$ cat config.mk
export PLATFORM = sky130hd
export DESIGN_NAME = tsense_bus_slave
export DESIGN_NICKNAME = d
export VERILOG_FILES = /design/src/rtl/tsb_pkg.sv /design/src/rtl/tsb_line_sync.sv /design/src/rtl/tsb_hold_watchdog.sv /design/src/rtl/tsense_bus_slave.sv
export SDC_FILE = /design/constraint.sdc
export NUM_CORES = 1
export LEC_CHECK = 0
export ABC_AREA = 0
export BUFFER_PORTS_ARGS = -buffer_cell sky130_fd_sc_hd__clkbuf_2
export CAP_MARGIN = 20
export CORE_MARGIN = 4
export CORE_UTILIZATION = 60
export CTS_BUF_LIST = sky130_fd_sc_hd__clkbuf_4 sky130_fd_sc_hd__clkbuf_8
export DETAILED_ROUTE_END_ITERATION = 8
export HOLD_SLACK_MARGIN = 0.02
export PLACE_DENSITY = 0.8
export RECOVER_POWER = 50
export SLEW_MARGIN = 20
export SYNTH_ARGS = -nofsm -noshare
export SYNTH_HDL_FRONTEND = slang
export SYNTH_SLANG_ARGS = --single-unit
$ cat constraint.sdc
create_clock -name clk -period 4.9 [get_ports clk]
set_input_delay 0.49 -clock clk [delete_from_list [all_inputs] [get_ports clk]]
set_output_delay 0.49 -clock clk [all_outputs]
set_load 0.02 [all_outputs]
$ cat src/rtl/tsb_pkg.sv
package tsb_pkg;
  typedef enum logic [2:0] {
    ST_IDLE, ST_ADDR, ST_CMD, ST_WB0, ST_WB1, ST_RD, ST_DONE
  } tsb_state_e;

  localparam logic [1:0] PTR_TEMP = 2'b00;
  localparam logic [1:0] PTR_CFG  = 2'b01;
  localparam logic [1:0] PTR_HYST = 2'b10;
  localparam logic [1:0] PTR_OVER = 2'b11;

  localparam logic [7:0] OP_RECALL  = 8'hB8;
  localparam logic [7:0] OP_COPY    = 8'h48;
  localparam logic [7:0] OP_SOFTRST = 8'h54;

  localparam logic [3:0] DEV_PREFIX = 4'b1001;
endpackage

$ cat src/rtl/tsb_line_sync.sv
module tsb_line_sync #(
  parameter int LINES  = 2,
  parameter int STAGES = 2
) (
  input  logic             clk,
  input  logic             rst_n,
  input  logic [LINES-1:0] raw_i,
  output logic [LINES-1:0] lvl_o,
  output logic [LINES-1:0] rise_o,
  output logic [LINES-1:0] fall_o
);
  for (genvar g = 0; g < LINES; g++) begin : g_line
    logic [STAGES:0] pipe;
    always_ff @(posedge clk or negedge rst_n) begin
      if (!rst_n) pipe <= '1;
      else        pipe <= {pipe[STAGES-1:0], raw_i[g]};
    end
    assign lvl_o[g]  = pipe[STAGES-1];
    assign rise_o[g] = pipe[STAGES-1] & ~pipe[STAGES];
    assign fall_o[g] = ~pipe[STAGES-1] & pipe[STAGES];
  end
endmodule

$ cat src/rtl/tsb_hold_watchdog.sv
module tsb_hold_watchdog #(
  parameter int TIMEOUT_CYC = 7_500_000
) (
  input  logic clk,
  input  logic rst_n,
  input  logic hold_i,
  output logic expire_o
);
  localparam int CW = $clog2(TIMEOUT_CYC + 1);
  localparam logic [CW-1:0] LAST = CW'(TIMEOUT_CYC - 1);

  logic [CW-1:0] run_q;

  assign expire_o = hold_i && (run_q == LAST);

  always_ff @(posedge clk or negedge rst_n) begin
    if (!rst_n)                   run_q <= '0;
    else if (!hold_i || expire_o) run_q <= '0;
    else                          run_q <= run_q + 1'b1;
  end
endmodule

$ cat src/rtl/tsense_bus_slave.sv
module tsense_bus_slave
  import tsb_pkg::*;
#(
  parameter int TIMEOUT_CYC = 7_500_000,
  parameter int SYNC_STAGES = 2
) (
  input  logic        clk,
  input  logic        rst_n,
  input  logic        scl_i,
  input  logic        sda_i,
  input  logic [2:0]  addr_sel_i,
  output logic        sda_oe_o,
  output logic [1:0]  rd_sel_o,
  input  logic [15:0] rd_data_i,
  output logic        wr_en_o,
  output logic [1:0]  wr_sel_o,
  output logic [15:0] wr_data_o,
  output logic        rd_strobe_o,
  output logic        copy_req_o,
  output logic        recall_req_o,
  output logic        soft_rst_o
);
  localparam int LINE_SCL = 0;
  localparam int LINE_SDA = 1;

  logic [1:0] lvl, rise, fall;
  logic       start_det, stop_det, wd_expire;

  tsb_line_sync #(.LINES(2), .STAGES(SYNC_STAGES)) u_sync (
    .clk(clk), .rst_n(rst_n), .raw_i({sda_i, scl_i}),
    .lvl_o(lvl), .rise_o(rise), .fall_o(fall)
  );

  // Bus conditions: data edge while the clock is high
  assign start_det = fall[LINE_SDA] & lvl[LINE_SCL];
  assign stop_det  = rise[LINE_SDA] & lvl[LINE_SCL];

  tsb_hold_watchdog #(.TIMEOUT_CYC(TIMEOUT_CYC)) u_wd (
    .clk(clk), .rst_n(rst_n), .hold_i(sda_oe_o), .expire_o(wd_expire)
  );

  tsb_state_e state, nxt_q;
  logic [3:0]  cnt;
  logic [7:0]  sh, hi_q, tx_byte;
  logic [15:0] rd_buf;
  logic [1:0]  ptr;
  logic        ack_q, mack_q, byte_idx, oe;
  logic [7:0]  rx_byte, first_byte;
  logic [2:0]  tx_idx;
  logic        rx_state;

  assign rx_byte    = {sh[6:0], lvl[LINE_SDA]};
  assign first_byte = (ptr == PTR_CFG) ? rd_buf[7:0] : rd_buf[15:8];
  assign tx_idx     = 3'd7 - cnt[2:0];
  assign rx_state   = (state == ST_ADDR) || (state == ST_CMD) ||
                      (state == ST_WB0)  || (state == ST_WB1);

  always_ff @(posedge clk or negedge rst_n) begin
    if (!rst_n) begin
      state <= ST_IDLE;  nxt_q <= ST_DONE;  cnt <= '0;
      sh <= '0;  hi_q <= '0;  tx_byte <= '0;  rd_buf <= '0;
      ptr <= PTR_TEMP;  ack_q <= 1'b0;  mack_q <= 1'b0;  byte_idx <= 1'b0;
      oe <= 1'b0;  wr_en_o <= 1'b0;  wr_sel_o <= '0;  wr_data_o <= '0;
      rd_strobe_o <= 1'b0;  copy_req_o <= 1'b0;
      recall_req_o <= 1'b0;  soft_rst_o <= 1'b0;
    end else begin
      wr_en_o <= 1'b0;  rd_strobe_o <= 1'b0;
      copy_req_o <= 1'b0;  recall_req_o <= 1'b0;  soft_rst_o <= 1'b0;
      if (wd_expire) begin
        state <= ST_IDLE;  oe <= 1'b0;
      end else if (start_det) begin
        state <= ST_ADDR;  cnt <= '0;  oe <= 1'b0;
      end else if (stop_det) begin
        state <= ST_IDLE;  oe <= 1'b0;
      end else if (rise[LINE_SCL]) begin
        if (rx_state && cnt < 4'd8) begin
          sh  <= rx_byte;
          cnt <= cnt + 1'b1;
          if (cnt == 4'd7) begin
            ack_q <= 1'b0;
            nxt_q <= ST_DONE;
            case (state)
              ST_ADDR: if (rx_byte[7:1] == {DEV_PREFIX, addr_sel_i}) begin
                ack_q <= 1'b1;
                if (rx_byte[0]) begin
                  nxt_q <= ST_RD;  rd_buf <= rd_data_i;  rd_strobe_o <= 1'b1;
                end else begin
                  nxt_q <= ST_CMD;
                end
              end
              ST_CMD: begin
                if (rx_byte == OP_RECALL) begin
                  ack_q <= 1'b1;  recall_req_o <= 1'b1;
                end else if (rx_byte == OP_COPY) begin
                  ack_q <= 1'b1;  copy_req_o <= 1'b1;
                end else if (rx_byte == OP_SOFTRST) begin
                  soft_rst_o <= 1'b1;  ptr <= PTR_TEMP;
                end else if (rx_byte[7:2] == 6'd0) begin
                  ack_q <= 1'b1;
                  ptr   <= rx_byte[1:0];
                  nxt_q <= (rx_byte[1:0] == PTR_TEMP) ? ST_DONE : ST_WB0;
                end
              end
              ST_WB0: begin
                ack_q <= 1'b1;
                if (ptr == PTR_CFG) begin
                  wr_en_o <= 1'b1;  wr_sel_o <= ptr;
                  wr_data_o <= {8'h00, 1'b0, rx_byte[6:0]};
                end else begin
                  hi_q <= rx_byte;  nxt_q <= ST_WB1;
                end
              end
              ST_WB1: begin
                ack_q <= 1'b1;  wr_en_o <= 1'b1;  wr_sel_o <= ptr;
                wr_data_o <= {hi_q, rx_byte};
              end
              default: ;
            endcase
          end
        end else if (state == ST_RD) begin
          if (cnt < 4'd8) cnt <= cnt + 1'b1;
          else if (cnt == 4'd8) begin
            mack_q <= ~lvl[LINE_SDA];  cnt <= 4'd9;
          end
        end
      end else if (fall[LINE_SCL]) begin
        if (rx_state) begin
          if (cnt == 4'd8) begin
            if (ack_q) begin
              oe <= 1'b1;  cnt <= 4'd9;
            end else begin
              state <= ST_DONE;  oe <= 1'b0;
            end
          end else if (cnt == 4'd9) begin
            oe <= 1'b0;  cnt <= '0;  state <= nxt_q;
            if (nxt_q == ST_RD) begin
              tx_byte <= first_byte;  byte_idx <= 1'b0;  oe <= ~first_byte[7];
            end
          end
        end else if (state == ST_RD) begin
          if (cnt >= 4'd1 && cnt <= 4'd7) begin
            oe <= ~tx_byte[tx_idx];
          end else if (cnt == 4'd8) begin
            oe <= 1'b0;
          end else if (cnt == 4'd9) begin
            if (mack_q && !byte_idx && ptr != PTR_CFG) begin
              tx_byte <= rd_buf[7:0];  byte_idx <= 1'b1;
              oe <= ~rd_buf[7];  cnt <= '0;
            end else begin
              state <= ST_DONE;  oe <= 1'b0;
            end
          end
        end
      end
    end
  end

  assign sda_oe_o = oe;
  assign rd_sel_o = ptr;
endmodule

* After elaboration in Yosys (flattened, before gate mapping) *
Cells that the tools add are included.

operators by class
  add/sub/neg operators = 3
  multipliers = 0
  divide/modulo/power cells = 0
  $lt $le $gt $ge = 4
  equality and inequality tests = 31
  shift operators = 0
  mux-type cells = 133
  bitwise logic cells = 23
  reductions and logical operators = 39

operators by type and width
  kind                                                                   number
  8-bit 2-to-1 mux                                                       10
  1-bit 2-to-1 mux                                                       73
  4-bit 2-to-1 mux                                                       17
  3-bit 2-to-1 mux                                                       21
  16-bit one-hot mux with 2 select lines                                 1
  8-bit AND reduction                                                    3
  23-bit by 1-bit adder with 23-bit output, second input constant        1
  23-bit equality test, second input constant                            1
  23-bit 2-to-1 mux                                                      1
  5-bit by 4-bit != test with 1-bit output, second input constant        4
  4-bit nonzero test                                                     5
  9-bit AND reduction                                                    2
  1-bit NOT                                                              17
  8-bit by 7-bit equality test with 1-bit output, second input constant  2
  16-bit 2-to-1 mux                                                      1
  5-bit nonzero test                                                     3
  4-bit != test, second input constant                                   3
  12-bit AND reduction                                                   1
  11-bit AND reduction                                                   1
  10-bit AND reduction                                                   1
  5-bit AND reduction                                                    2
  3-bit equality test, second input constant                             3
  3-bit one-hot mux with 3 select lines                                  1
  4-bit equality test, second input constant                             2
  33 further kinds                                                       57

word-level totals
  register bits after elaboration = 107
  latch bits = 0
  RAM bits = 0
  ROM bits = 0
  input port bits = 23
  output and inout port bits = 26
  logic and storage cells = 255
  memories = 0

* Depth between registers and ports, before layout *
Gate-level depths: netlist of the first run.

  word-level depth = 14
  mapped depth = 9
  gate-level depth less buffers = 8

* By module *
A second synthesis of the first run with hierarchy kept.

unflattened totals
  cell total of the unflattened synthesis = 484
  area, all modules = 5300.1 um^2

by module, submodules not included
  module             instances  cells each  area an instance (um^2)  sequential area each (um^2)
  tsense_bus_slave   1          348         3911.3                   1954.4
  tsb_hold_watchdog  1          124         1181.1                   575.6
  tsb_line_sync      1          12          207.7                    157.7

* Worst setup path after synthesis of the first run *
No wires, ideal clock.

  path kind = register to register
  from = reg u_wd.run_q[0]
  to = reg rd_buf[10]
  setup time = 125 ps
  data arrival time = 2225 ps
  required time = 4775 ps
  setup slack = 2550 ps
  cell stages (with the launch flop) = 10
  buffers on the path = 2
  clock period less this slack = 2350 ps
  cells stage by stage = dfrtp_1 -> ha_1 -> and4_4 -> and4_4 -> a21boi_4 -> nand4_4 -> or3_1 -> buf_6 -> buf_12 -> mux2_4

between the ends
  cells in the longest elaborated chain, start to end = 4

ends and longest elaborated chain
  item                           line                     source
  from (decl)                    tsb_hold_watchdog.sv:12  logic [CW-1:0] run_q;
  from (signal assigned)         tsb_hold_watchdog.sv:19  else run_q <= run_q + 1'b1;
  23-bit equality test           tsb_hold_watchdog.sv:14  assign expire_o = hold_i && (run_q == LAST);
  1-bit logical AND              tsb_hold_watchdog.sv:14
  1-bit NOT (no line)            --
  9-bit AND reduction (no line)  --
  to (signal assigned)           tsense_bus_slave.sv:61   sh <= '0; hi_q <= '0; tx_byte <= '0; rd_buf <= '0;
  to (signal assigned)           tsense_bus_slave.sv:86   nxt_q <= ST_RD; rd_buf <= rd_data_i; rd_strobe_o <= 1'b1;
  to (decl)                      tsense_bus_slave.sv:45   logic [15:0] rd_buf;

Every way passes these cells.
A chain may end at the register's enable or synchronous reset.

==> results of run 1 <==
[cell usage after synthesis (all sizes together), types with 7 or more instances]
library cell,instances
a21oi,8
a22o,9
and4,7
buf,11
clkbuf,7
dfrtp,99
dfstp,8
ha,7
inv,14
mux2,61
nand2,29
nand3,14
nor2,40
nor3,8
nor4,9
o21ai,12
xnor2,11
xor2,12
[final timing paths]
kind / from / endpoint
min reg2reg: u_sync.g_line[0].pipe[0] / u_sync.g_line[0].pipe[1]
max reg2reg: u_sync.g_line[1].pipe[1] / rd_buf[6]
max: rst_n / tx_byte[4]
max in group clk: u_sync.g_line[1].pipe[1] / rd_buf[6]
min: sda_i / u_sync.g_line[1].pipe[0]
min in group asynchronous: rst_n / u_wd.run_q[3]
[power groups by stage]
stage                     registers, mW  clock network, mW  logic, mW
after floorplan                   0.978                  0      0.348
after global placement             1.05                  0      0.357
after detailed placement           1.05                  0      0.366
after CTS                          1.04              0.537      0.366
after global routing               1.05              0.573      0.408
final                              1.04              0.521      0.368
[layout make-up]
cell class | count | share of cell area (%)
sequential | 107 | 47.3
inverter | 14 | 0.924
timing repair buffer | 49 | 3.98
multi-input combinational | 307 | 42.2
clock buffer | 10 | 2.31
tap | 105 | 2.31
clock inverter | 6 | 1.01
[cell families after synthesis]
group,share of synthesized area (%)
AOI/OAI and AO/OA,7.54
xor gates and xnor gates,3.83
adders and majority gates,1.66
buffers and inverters,3.35
DFF,51.1
muxes,15.8
and+or+nand+nor,16.8
[stage by stage]
stage,setup slack (ns),utilization (%),hold WS [ns],cells
after floorplan,2.55,-,0.194,446
after global placement,2.25,65.8,0.346,582
after detailed placement,2.14,65.8,0.348,582
after CTS,2.12,68.1,0.164,598
after global routing,1.13,67.8,0.160,598
final,1.87,67.8,0.183,598
[sequential cells by signal, summed over array words and instances, names as in the netlist, 2 cells and up]
register            flops
wr_data_o              16
rd_buf                 16
cnt                     4
wr_sel_o                2
sh                      7
u_wd.run_q             23
hi_q                    8
rd_sel_o                2
tx_byte                 8
nxt_q                   3
state                   3
u_sync.g_line.pipe      6
[layer usage]
layer,global-route usage (%),vias to the layer above
met3,4.61,24
li1,-,1684
met4,7.16,0
met1,29.3,1787
met5,0,-
met2,35.6,119
==> results.py, run 1 <==
metrics = {
    "outcome": {
        "outcome": "complete, but fails checks",
        "violations": "max-capacitance violations, max-slew violations",
    },
    "sta": {
        "setup_viol_count_final": 0,
        "slew_headroom_pct": -110,
        "minimum_period_implied_by_the_final_worst_setup_slack_ns": 3.03,
        "clock.fmax_mhz": 330,
        "timing_worst_slew_pin_value_ns": 3.15,
        "final_hold_violation_count": 0,
        "setup_tns_ns": 0,
        "fin_worst_skew_ns": 0.0203,
        "grt_setup_unrepaired": "false",
        "slew_violations": 61,
        "final.period_utilization_pct": 61.8,
    },
    "synthesis": {
        "synth_cell_types": 68,
        "syn_inst": 446,
        "synth_flop_cell": "dfrtp_1",
        "synth_largest_type_area_fraction_pct": 47.1,
        "async_flop_share_pct": 100,
        "ys_seq_elements": 107,
        "netlist_area_um2": 5260,
        "synth_seq_area_share_pct": 51.1,
        "synth.avg_cell_area_um2": 11.8,
        "synthesis.yosys.warnings": 0,
        "synth_largest_area_cell": "dfrtp_1",
        "postSynthNetCount": 476,
        "synth_edf_count": 0,
        "yosys-top-cells-area": "dfrtp_1, mux2_2, dfstp_2",
    },
    "clock_tree": {
        "clockBufferDepth": 2,
        "clk-insertion-delay-late_ns": 0.38,
        "cts_hold_buffers": 0,
        "tritoncts.num_buffers": 9,
        "clock_tree_from_tritoncts": "built",
        "post_cts_resized": 0,
        "clock_tree.root_cell": "clkbuf_8",
        "cts.sinks": 107,
        "clk_transition_reported_paths_ns": 0.10,
        "clock_tree.htree_level_count": 3,
        "post-cts-setup-buffers": 0,
    },
    "pwr": {
        "leakage_nw": 2.66,
        "total_power_mw": 1.93,
        "power.density_cell_area_nw_per_um2": 339,
        "pwr-share-seq_pct": 53.9,
        "netSwitchingPower_mw": 0.648,
        "irDropWorstVdd_uv": 256,
        "p_sw_share_pct": 33.6,
        "internal_power_mw": 1.28,
        "share_comb_of_total_power_pct": 19.0,
        "clkPwrFrac_pct": 27.0,
    },
    "finish": {
        "nets": 518,
        "final_design_area_no_fill_um2": 5680,
        "drive_above_1_share_pct": 29.0,
        "num-fill-cells": 647,
        "area_occupied_by_multi_input_gates_um2": 2400,
        "layout.cells.most_common": "dfrtp_1",
        "insertedDiodeCount": 0,
        "regArea_um2": 2690,
        "highest_count_cells_in_the_layout_ignoring_fill_and_taps": "dfrtp_1, mux2_2, nor2_1",
        "synthToLayoutAreaGrowth_pct": 8.04,
    },
    "global_routing": {
        "grt_overflow_total": 0,
        "grt_pass1_vias": 3721,
        "grt_pass1_wl_um": 17800,
        "grt_antenna_before_repair": 0,
        "grt_start_max_net_pins": 61,
        "global_route.usage.total_pct": 21.8,
    },
    "setup_path": {
        "critical_path_buf_inv_count": 2,
        "cpPeakStageDelay_ns": 2.18,
        "crit_path_cell_trace": "clkbuf_1 -> buf_4",
        "critical_path.startpoint_type": "input pin",
        "cp_delay_by_family_top": "buffers and inverters",
        "timing.critical_path.required_ns": 5.38,
        "arrival_ns": 3.51,
        "end_kind": "async pin",
        "timing.reg2reg.worst_path_depth": 5,
        "timing.critical_path.fanout_max": 60,
        "ff2ff_setup_slack_ns": 2.10,
        "critical-path-slowest-cell": "clkbuf_1",
        "path_depth": 2,
        "worst-setup-path-type": "in -> async",
    },
    "drt": {
        "maxUsedRoutingLayer": "met4",
        "wirelength_um": 10400,
        "detail-route-antenna-nets": 0,
        "avgRoutedWirePerCell_um": 17.3,
        "vias_per_cell": 6.04,
        "drt_pass1_iterations": 5,
        "met3_length_um": 543,
        "detailroute.via_count": 3614,
        "drc_viols": 0,
        "dr.first_iter.drc_count": 332,
        "drt-met1-wl_um": 4600,
        "wl_met2_um": 5050,
    },
    "die": {
        "ioPinCount": 49,
        "die_w_um": 102,
        "die_h_um": 102,
        "core_um2": 8380,
        "rows": 33,
        "die_area_um2": 10300,
        "start_util_pct": 62.8,
    },
    "placement": {
        "port_buffers": 48,
        "place_area_um2": 5520,
        "gp_congestion": 0.906,
        "dp.final_hpwl_um": 7330,
    },
    "job": {
        "cap_viol_max_count": 1,
    },
    "hold_path": {
        "hold_path_class": "in -> reg",
        "timing.hold.worst_path_depth": 1,
    },
}
Note: power is estimated with default switching activity, not from simulation.
==> run 2: changes to the inputs <==
- ABC_AREA: 0 -> 1
- CORE_UTILIZATION: 60 -> 56
- PLACE_DENSITY: 0.8 -> 0.79
- clock period: 4.9 -> 2.5 ns (I/O delays scaled with it)
==> run 2 against run 1 <==
Effect of this change:
- the flow now finishes without violations
- core utilization down 3.5 points
- register-to-register slack worse by 1.9 ns
- global-route usage up 0.66 points
- flip-flop and latch count unchanged
- worst hold slack worse by 0.12 ns
- largest cell class unchanged
- largest power group unchanged
- wire length up 15%
- clock skew down 0.0090 ns
- cell count up 53%
==> results.py, run 2 <==
metrics = {
    "outcome": {
        "outcome": "complete, no violations",
    },
    "setup_path": {
        "crit_path_frequent_cell": "nand2_1",
        "critical-path-slowest-cell": "dfstp_2",
        "timing.critical_path.required_ns": 2.78,
        "worst_r2r_startpoint": "u_sync.g_line[0].pipe[1]",
        "cp_delay_by_family_top": "simple AND/OR/NAND/NOR gates",
        "r2r_endpoint": "wr_data_o[6]",
        "critical_path.endpoint": "wr_data_o[6]",
        "timing.critical_path.fanout_max": 28,
        "arrival_ns": 2.54,
        "crit_start": "u_sync.g_line[0].pipe[1]",
        "cpPeakStageDelay_ns": 0.59,
        "critical_path_buf_inv_count": 1,
        "ff2ff_setup_slack_ns": 0.23,
        "end_kind": "flip-flop",
        "critical_path.startpoint_type": "flip-flop",
        "crit_path_cell_trace": "ha_1 -> nand2_1 -> inv_1 -> nand2_1 -> nor2_4 -> nand4_4 -> o21ai_0",
        "worst-setup-path-type": "reg -> reg",
        "timing.reg2reg.worst_path_depth": 7,
        "path_depth": 7,
    },
    "finish": {
        "highest_count_cells_in_the_layout_ignoring_fill_and_taps": "nand2_1, dfrtp_1, nor2_1",
        "num-fill-cells": 854,
        "register_with_the_highest_flop_count": "u_wd.run_q",
        "insertedDiodeCount": 0,
        "reg_top3": "u_wd.run_q x23, rd_buf x16, wr_data_o x16",
        "number_of_flip_flops_in_the_largest_register": 23,
        "nets": 810,
        "drive_above_1_share_pct": 9.94,
        "layout.cells.most_common": "nand2_1",
        "final_design_area_no_fill_um2": 6020,
        "synthToLayoutAreaGrowth_pct": 10.1,
    },
    "synthesis": {
        "ys_seq_elements": 107,
        "synth_seq_area_share_pct": 49.1,
        "synth_simple_gate_area_share_pct": 35.9,
        "synth_top_cells_by_count": "nand2_1, dfrtp_1, nor2_1",
        "syn_inst": 727,
        "synth_largest_area_cell": "dfrtp_1",
        "synth.mux.area_fraction_pct": 0,
        "synth_largest_type_area_fraction_pct": 45.3,
        "yosysMostFrequentCell": "nand2_1",
        "yosys-top-cells-area": "dfrtp_1, nand2_1, nand3_1",
        "postSynthNetCount": 757,
        "netlist_area_um2": 5470,
        "synth-compound-area-share_pct": 5.90,
        "synth_flop_cell": "dfrtp_1",
        "synth_edf_count": 0,
        "synth_top_family_by_area": "simple AND/OR/NAND/NOR gates",
        "synthesis.yosys.warnings": 0,
        "async_flop_share_pct": 100,
        "synth.avg_cell_area_um2": 7.53,
        "synth_fa_ha_area_share_pct": 1.60,
        "synthXorXnorAreaFrac_pct": 0.480,
        "synth_cell_types": 33,
    },
    "die": {
        "die_area_um2": 11400,
        "die_w_um": 107,
        "core_um2": 9370,
        "start_util_pct": 58.4,
        "die_h_um": 107,
        "ioPinCount": 49,
        "rows": 35,
    },
    "pwr": {
        "total_power_mw": 3.66,
        "power.density_cell_area_nw_per_um2": 608,
        "irDropWorstVdd_uv": 524,
        "leakage_nw": 3.14,
    },
    "drt": {
        "vias_per_cell": 5.25,
        "drt_pass1_iterations": 5,
        "drc_viols": 0,
        "wirelength_um": 11900,
        "dr.first_iter.drc_count": 379,
        "detail-route-antenna-nets": 0,
        "detailroute.via_count": 4803,
        "avgRoutedWirePerCell_um": 13.1,
    },
    "placement": {
        "port_buffers": 48,
        "dp.final_hpwl_um": 8810,
        "gp_congestion": 0.965,
        "place_area_um2": 5840,
    },
    "sta": {
        "grt_setup_unrepaired": "false",
        "setup_tns_ns": 0,
        "slew_headroom_pct": 30.4,
        "final.period_utilization_pct": 90.7,
        "setup_viol_count_final": 0,
        "timing_worst_slew_pin_value_ns": 1.04,
        "clock.fmax_mhz": 441,
        "slew_violations": 0,
        "final_hold_violation_count": 0,
        "minimum_period_implied_by_the_final_worst_setup_slack_ns": 2.27,
        "fin_worst_skew_ns": 0.0113,
    },
    "global_routing": {
        "grt_pass1_vias": 4601,
        "grt_pass1_wl_um": 20900,
        "global_route.usage.total_pct": 22.5,
        "grt_overflow_total": 0,
        "grt_antenna_before_repair": 0,
        "grt_start_max_net_pins": 64,
    },
    "clock_tree": {
        "clk_transition_reported_paths_ns": 0.11,
        "clk-insertion-delay-late_ns": 0.38,
        "clock_tree_from_tritoncts": "built",
        "clockBufferDepth": 2,
        "tritoncts.num_buffers": 9,
        "clock_tree.htree_level_count": 3,
        "clock_tree.root_cell": "clkbuf_8",
        "cts.sinks": 107,
    },
    "hold_path": {
        "hold_path_class": "in -> reg",
    },
    "job": {
        "cap_viol_max_count": 0,
    },
}
## run 2: cell types whose count changed after synthesis, sizes merged, moves of 8 or more
cell | previous run | this run
mux2 | 61 | 0
nand3 | 14 | 61
nor4 | 9 | 1
nand2 | 29 | 275
nor3 | 8 | 20
o21ai | 12 | 45
xnor2 | 11 | 2
nor2 | 40 | 85
inv | 14 | 81
xor2 | 12 | 1
a22o | 9 | 0
## run 2: worst min-delay path by stage
stage | slack, ns | depth (start not counted) | startpoint | to
finish | 0.06 | 3 | rd_data_i[9] | rd_buf[9]
global placement | 0.27 | 1 | rst_n | wr_data_o[11]
floorplan | -0.05 | 0 | rst_n | ack_q
CTS | 0.04 | 3 | rd_data_i[13] | rd_buf[13]
global route | 0.04 | 3 | rd_data_i[3] | rd_buf[3]
detailed placement | 0.29 | 1 | rst_n | wr_data_o[11]
## run 2: kinds of logic (layout without fill, tap and decap cells)
family                     Yosys count  in the layout
AOI/OAI and AO/OA                   63             63
xor gates and xnor gates             3              3
adders and majority gates            7              7
buffers and inverters               94            152
DFF                                107            107
and+or+nand+nor                    453            453
## run 2: metrics by stage
stage / hold WS [ns] / cells / utilization, % / worst slack, ns
after floorplan: -0.0456 / 727 / - / 0.708
after detailed placement: 0.285 / 895 / 62.3 / 0.131
after global routing: 0.0417 / 914 / 64.3 / 0.0274
after global placement: 0.271 / 895 / 62.3 / 0.198
after CTS: 0.0405 / 914 / 64.8 / 0.102
final: 0.0604 / 914 / 64.3 / 0.233
## run 2: worst register-to-register path: stages (launching register included)
cell and delay [ns]:
dfstp_2 0.59, ha_1 0.24, nand2_1 0.17, inv_1 0.15
nand2_1 0.10, nor2_4 0.18, nand4_4 0.37, o21ai_0 0.36
## run 2: metal layers
metal / GRT usage [%] / wire length (µm)
met5: 0 / 0
met4: 7.40 / 203
met3: 4.09 / 568
met2: 36.6 / 5680
met1: 30.7 / 5490
## run 2: power breakdown
group,total (mW),internal (mW),switching [mW]
combinational,0.721,0.213,0.508
sequential,1.90,1.80,0.0953
clock,1.05,0.428,0.618
## run 2: layout make-up
class                           instances  area [µm²]  share of cell area, %
Clock buffer                           11         145                   2.41
Inverter                               81         304                   5.05
Sequential cell                       107        2690                   44.6
Clock inverter                          5        53.8                  0.893
Multi-Input combinational cell        526        2400                   39.9
Timing Repair Buffer                   55         269                   4.47
Tap cell                              129         161                   2.68
## run 2: timing repair
| action | CTS | global route |
|---|---|---|
| setup buffers | 0 | 0 |
| setup endpoints to repair | 0 | 13 |
| gates resized for setup | 0 | 1 |
| hold buffers | 3 | 0 |
| endpoints found under the hold margin | 46 | 0 |
